===== src/rtl/mac40_pkg.sv =====
package mac40_pkg;
  localparam int unsigned OP_W_DEF  = 32;
  localparam int unsigned ACC_W_DEF = 40;
  localparam int unsigned RD_W_DEF  = 64;

  typedef enum logic {
    PH_IDLE = 1'b0,
    PH_HIGH = 1'b1
  } phase_e;

  typedef enum logic {
    MODE_FULL = 1'b0,
    MODE_HALF = 1'b1
  } mode_e;
endpackage


===== src/rtl/mac40_ctrl.sv =====
module mac40_ctrl
  import mac40_pkg::*;
(
  input  logic clk_i,
  input  logic rst_ni,
  input  logic issue_valid_i,
  input  logic mode_i,
  output logic start_full_o,
  output logic hi_phase_o,
  output logic commit_o,
  output logic busy_o,
  output logic done_o
);
  phase_e phase_q, phase_d;
  mode_e  mode;
  logic   accept;
  logic   done_q;

  assign mode   = mode_e'(mode_i);
  assign accept = issue_valid_i && (phase_q == PH_IDLE);

  assign start_full_o = accept && (mode == MODE_FULL);
  assign hi_phase_o   = (phase_q == PH_HIGH);
  // half mode commits on accept; full mode commits in its second cycle
  assign commit_o     = (accept && (mode == MODE_HALF)) || hi_phase_o;

  always_comb begin
    phase_d = PH_IDLE;
    if (start_full_o) phase_d = PH_HIGH;
  end

  always_ff @(posedge clk_i or negedge rst_ni) begin
    if (!rst_ni) begin
      phase_q <= PH_IDLE;
      done_q  <= 1'b0;
    end else begin
      phase_q <= phase_d;
      done_q  <= commit_o;
    end
  end

  assign busy_o = hi_phase_o;
  assign done_o = done_q;
endmodule


===== src/rtl/mac40_mul.sv =====
module mac40_mul
  import mac40_pkg::*;
#(
  parameter int unsigned OP_W  = OP_W_DEF,
  parameter int unsigned ACC_W = ACC_W_DEF
) (
  input  logic             clk_i,
  input  logic             rst_ni,
  input  logic [OP_W-1:0]  mulr_i,
  input  logic [OP_W-1:0]  mulnd_i,
  input  logic             mode_i,
  input  logic             half_sel_i,
  input  logic             start_full_i,
  input  logic             hi_phase_i,
  output logic [ACC_W-1:0] addend_o
);
  localparam int unsigned HALF_W = OP_W / 2;
  localparam int unsigned B_W    = HALF_W + 1;
  localparam int unsigned PP_W   = OP_W + B_W;

  logic [OP_W-1:0]   mulnd_q;
  logic [HALF_W-1:0] hi_q;
  logic [ACC_W-1:0]  part_q;

  logic [OP_W-1:0]   a_sel;
  logic [B_W-1:0]    b_sel;
  logic [HALF_W-1:0] half_pick;
  logic [PP_W-1:0]   a_x, b_x, pp;
  logic [ACC_W-1:0]  pp_lo, pp_shift;

  assign half_pick = half_sel_i ? mulr_i[OP_W-1:HALF_W] : mulr_i[HALF_W-1:0];

  // one shared 32x17 signed multiplier serves all three uses
  always_comb begin
    if (hi_phase_i) begin
      a_sel = mulnd_q;
      b_sel = {hi_q[HALF_W-1], hi_q};
    end else if (mode_e'(mode_i) == MODE_FULL) begin
      a_sel = mulnd_i;
      b_sel = {1'b0, mulr_i[HALF_W-1:0]};
    end else begin
      a_sel = mulnd_i;
      b_sel = {half_pick[HALF_W-1], half_pick};
    end
  end

  assign a_x = {{(PP_W-OP_W){a_sel[OP_W-1]}}, a_sel};
  assign b_x = {{(PP_W-B_W){b_sel[B_W-1]}}, b_sel};
  assign pp  = a_x * b_x;

  assign pp_lo    = pp[ACC_W-1:0];
  assign pp_shift = {pp[ACC_W-HALF_W-1:0], {HALF_W{1'b0}}};

  assign addend_o = hi_phase_i ? (part_q + pp_shift) : pp_lo;

  always_ff @(posedge clk_i or negedge rst_ni) begin
    if (!rst_ni) begin
      mulnd_q <= '0;
      hi_q    <= '0;
      part_q  <= '0;
    end else if (start_full_i) begin
      mulnd_q <= mulnd_i;
      hi_q    <= mulr_i[OP_W-1:HALF_W];
      part_q  <= pp_lo;
    end
  end
endmodule


===== src/rtl/mac40_acc.sv =====
module mac40_acc #(
  parameter int unsigned ACC_W = 40,
  parameter int unsigned RD_W  = 64
) (
  input  logic             clk_i,
  input  logic             rst_ni,
  input  logic             clr_i,
  input  logic             wr_i,
  input  logic [ACC_W-1:0] wdata_i,
  input  logic             commit_i,
  input  logic [ACC_W-1:0] addend_i,
  output logic [RD_W-1:0]  rdata_o
);
  logic [ACC_W-1:0] acc_q;

  always_ff @(posedge clk_i or negedge rst_ni) begin
    if (!rst_ni)       acc_q <= '0;
    else if (clr_i)    acc_q <= '0;
    else if (wr_i)     acc_q <= wdata_i;
    else if (commit_i) acc_q <= acc_q + addend_i;  // wraps mod 2^ACC_W
  end

  generate
    if (RD_W > ACC_W) begin : g_sext
      assign rdata_o = {{(RD_W-ACC_W){acc_q[ACC_W-1]}}, acc_q};
    end else begin : g_trunc
      assign rdata_o = acc_q[RD_W-1:0];
    end
  endgenerate
endmodule


===== src/rtl/mac40_unit.sv =====
module mac40_unit
  import mac40_pkg::*;
#(
  parameter int unsigned OP_W  = OP_W_DEF,
  parameter int unsigned ACC_W = ACC_W_DEF,
  parameter int unsigned RD_W  = RD_W_DEF
) (
  input  logic             clk_i,
  input  logic             rst_ni,
  input  logic             issue_valid_i,
  output logic             issue_ready_o,
  input  logic             mode_i,
  input  logic             half_sel_i,
  input  logic [OP_W-1:0]  mulr_i,
  input  logic [OP_W-1:0]  mulnd_i,
  output logic             busy_o,
  output logic             done_o,
  input  logic             acc_clr_i,
  input  logic             acc_wr_i,
  input  logic [ACC_W-1:0] acc_wdata_i,
  output logic [RD_W-1:0]  acc_rdata_o
);
  logic             start_full, hi_phase, commit;
  logic [ACC_W-1:0] addend;

  mac40_ctrl u_ctrl (
    .clk_i         (clk_i),
    .rst_ni        (rst_ni),
    .issue_valid_i (issue_valid_i),
    .mode_i        (mode_i),
    .start_full_o  (start_full),
    .hi_phase_o    (hi_phase),
    .commit_o      (commit),
    .busy_o        (busy_o),
    .done_o        (done_o)
  );

  mac40_mul #(.OP_W(OP_W), .ACC_W(ACC_W)) u_mul (
    .clk_i        (clk_i),
    .rst_ni       (rst_ni),
    .mulr_i       (mulr_i),
    .mulnd_i      (mulnd_i),
    .mode_i       (mode_i),
    .half_sel_i   (half_sel_i),
    .start_full_i (start_full),
    .hi_phase_i   (hi_phase),
    .addend_o     (addend)
  );

  mac40_acc #(.ACC_W(ACC_W), .RD_W(RD_W)) u_acc (
    .clk_i    (clk_i),
    .rst_ni   (rst_ni),
    .clr_i    (acc_clr_i),
    .wr_i     (acc_wr_i),
    .wdata_i  (acc_wdata_i),
    .commit_i (commit),
    .addend_i (addend),
    .rdata_o  (acc_rdata_o)
  );

  assign issue_ready_o = !busy_o;
endmodule


===== config.mk =====
export PLATFORM = sky130hd
export DESIGN_NAME = mac40_unit
export DESIGN_NICKNAME = d
export VERILOG_FILES = /design/src/rtl/mac40_pkg.sv /design/src/rtl/mac40_ctrl.sv /design/src/rtl/mac40_mul.sv /design/src/rtl/mac40_acc.sv /design/src/rtl/mac40_unit.sv
export SDC_FILE = /design/constraint.sdc
export NUM_CORES = 2
export LEC_CHECK = 0
export CAP_MARGIN = 20
export CORE_UTILIZATION = 60
export DETAILED_ROUTE_END_ITERATION = 10
export DONT_BUFFER_PORTS = 1
export PLACE_DENSITY = 0.87
export SETUP_SLACK_MARGIN = 0.3
export SLEW_MARGIN = 20
export SYNTH_ARGS = -nofsm -noshare
export SYNTH_HDL_FRONTEND = slang
export SYNTH_SLANG_ARGS = --single-unit

===== constraint.sdc =====
create_clock -name clk_i -period 14.7 [get_ports clk_i]
set_input_delay 0.735 -clock clk_i [delete_from_list [all_inputs] [get_ports clk_i]]
set_output_delay 0.735 -clock clk_i [all_outputs]
set_load 0.01 [all_outputs]

==> flow_metrics.py <==
metrics = {
    "global_routing": {
        "gr-total-overflow": 0,
        "grt_pass1_wl_um": 120000,
        "grt_max_degree": 131,
        "track_usage": 0.370,
        "grt_pass1_vias": 22000,
        "antenna_found_initial": 1,
    },
    "worst_setup_path": {
        "timing.rr.end": "u_acc.acc_q[39]",
        "crit_path_start": "u_ctrl.busy_o",
        "critPathMostFrequentCell": "fa_1",
        "r2r_cells": 42,
        "crit_fanout": 72,
        "slowest_stage": "dfrtp_4",
        "crit_buf_inv": 7,
        "crit_type": "reg2reg",
        "cp_data_required_time_ns": 15.09,
        "critPathTopFamily": "adder cells",
        "start_kind": "flip-flop",
        "critPathArrivalTime_ns": 12.23,
        "timing.rr.start": "u_ctrl.busy_o",
        "reg2reg_slack_ns": 2.86,
        "setup.worst_path.end_class": "flip-flop",
        "cpPeakStageDelay_ns": 1.12,
    },
    "clock_network": {
        "cts_max_level": 4,
        "cts.reportedPaths.clkPinSlew_ns": 0.07,
        "clk_path_buf_depth": 2,
        "clock_sinks": 130,
        "cts_tree": "yes",
        "insertion_delay_ns": 0.53,
        "cts_buffers": 17,
        "cts_root_buf": "clkbuf_16",
    },
    "synthesis": {
        "syn_nets": 3722,
        "netlist_instances": 3004,
        "ys_async_sr_fraction": 1.00,
        "synth-main-ff-cell": "dfrtp_1",
        "yosysSeqAreaShare": 0.129,
        "synth-edff-count": 0,
        "ys_warn_count": 0,
        "syn_area_mm2": 0.0253,
        "synth_seq_cells": 130,
        "yosysUniqueCellTypes": 67,
        "syn_area_per_cell_um2": 8.42,
    },
    "place": {
        "place_inst": 3431,
        "post_dp_cell_area_mm2": 0.0257,
        "dp.final_hpwl_um": 59200,
        "portBuffers": 0,
        "gp_congestion": 1.03,
    },
    "routing": {
        "drcViolationCount": 0,
        "wire_per_inst_um": 22.0,
        "num_vias": 21000,
        "wirelength_um": 76300,
        "viasPerCell": 6.06,
        "antenna_left": 0,
        "dr.pass1.iters": 6,
        "drt_iter0_markers": 2023,
    },
    "floorplan": {
        "rows": 74,
        "die_area_mm2": 0.0430,
        "die_w_um": 207,
        "io_pins": 178,
        "start_util": 0.614,
        "fp.dieH_um": 207,
        "core_area_mm2": 0.0412,
    },
    "sta": {
        "max_freq_ghz": 0.0845,
        "rsz0062_at_grt": "false",
        "period_share": 0.806,
        "clock_skew_ns": 0.0303,
        "final.setup.tns_ns": 0,
        "maxSlewHeadroom": 0.175,
        "hold_viol_final": 0,
        "tightest_slew_ns": 1.20,
        "fin_crit_ns": 11.84,
        "drv_slew": 0,
        "setup_viol": 0,
    },
    "run": {
        "max_cap_violations": 0,
    },
    "layout": {
        "fillerInstances": 3417,
        "nNetsFinal": 3637,
        "final_cell_mix": "545 x nand2_1, 507 x inv_1, 436 x fa_1, 327 x nor2_1, 171 x ha_1",
        "seqCellArea_mm2": 0.00326,
        "fin_cells": 3466,
        "design_area_mm2": 0.0263,
        "multi_input_area_mm2": 0.0196,
        "drive_gt1_frac": 0.0488,
        "syn2layout_area_growth_pct": 4.03,
        "final_common_cell": "nand2_1",
    },
    "min_path": {
        "hold_class": "in2async",
    },
    "status": {
        "status": "complete, no violations",
    },
}
## through the flow
stage | hold slack, ns | setup WS, ns | util
2_1_floorplan | 0.437 | 4.26 | -
3_3_place_gp | 0.442 | 3.33 | 0.623
3_5_place_dp | 0.441 | 3.03 | 0.623
4_1_cts | 0.264 | 3.00 | 0.638
5_1_grt | 0.269 | 2.38 | 0.638
6_report | 0.208 | 2.86 | 0.638
## sequential cells by signal, indices dropped and copies added (netlist names)
name           cells
u_ctrl.done_o      1
u_ctrl.busy_o      1
u_mul.part_q      40
u_mul.mulnd_q     32
u_acc.acc_q       40
u_mul.hi_q        16
## final cells by class
class / count / share of cell area
diodes: 2 / 0.000190
clock buffers: 18 / 0.0163
clock inverters: 14 / 0.00590
inverters: 512 / 0.0731
multi-input cells: 2222 / 0.744
flip-flops and latches: 130 / 0.124
well taps: 532 / 0.0253
repair buffers: 36 / 0.0110
## cells by family after synthesis
logic type / share of synthesized area
flops: 0.129
mux: 0.0361
simple gates: 0.159
xor+xnor: 0.0384
fa+ha+maj: 0.430
buf+inv: 0.101
compound gates: 0.107
## layer usage
layer | global-route usage | wire length [um] | up-vias
met1 | 0.466 | 27900 | 10400
li1 | - | - | 9143
met4 | 0.217 | 4540 | 0
met5 | 0 | 0 | -
met3 | 0.0861 | 8130 | 271
met2 | 0.586 | 35700 | 1184
## worst max path at each step
stage | endpoint | slack, ns | cells after the start
2_1_floorplan | u_acc.acc_q[39] | 4.26 | 43
3_3_place_gp | u_acc.acc_q[39] | 3.33 | 40
3_5_place_dp | u_acc.acc_q[39] | 3.03 | 42
4_1_cts | u_acc.acc_q[39] | 3.00 | 42
5_1_grt | u_acc.acc_q[39] | 2.38 | 42
6_report | u_acc.acc_q[39] | 2.86 | 42
## worst reg2reg max path: cells and delay by family (launching register included)
family / cells / cell delay, ns
flops: 1 / 1.12
simple gates: 10 / 1.47
xor+xnor: 3 / 0.53
fa+ha+maj: 8 / 3.77
buf+inv: 7 / 1.25
compound gates: 14 / 3.60
## cell usage after synthesis, drive strengths merged, types with 4 or more instances
cell type | instances | share of area
a21oi | 102 | 0.021
nor3 | 12 | 0.0026
xnor2 | 72 | 0.025
o211ai | 15 | 0.0045
nand3 | 26 | 0.0051
mux2i | 45 | 0.018
o31ai | 8 | 0.0031
buf | 48 | 0.012
o21ai | 129 | 0.026
nand2b | 32 | 0.0079
nor2b | 10 | 0.0025
a31oi | 17 | 0.0047
a221oi | 9 | 0.0034
and3 | 15 | 0.0037
a211oi | 21 | 0.0062
a21boi | 6 | 0.0018
inv | 510 | 0.076
o31a | 5 | 0.0017
or2 | 4 | 0.00099
xor2 | 39 | 0.014
a21o | 60 | 0.018
mux2 | 41 | 0.018
ha | 171 | 0.085
o21a | 14 | 0.0042
and2 | 9 | 0.0022
clkbuf | 92 | 0.014
dfrtp | 130 | 0.13
nand4 | 8 | 0.0020
o21bai | 15 | 0.0045
nor2 | 327 | 0.049
nand2 | 546 | 0.081
fa | 436 | 0.35
a221o | 4 | 0.0016
## repair_timing
item,in CTS,in global routing
hold endpoints to repair,130,0
hold buffers,1,0
buffers inserted,0,0
resized for setup,0,0
Power is left out: the tool's default activity adds up to more than one toggle a clock period on the data nets, which glitch-free logic cannot reach.
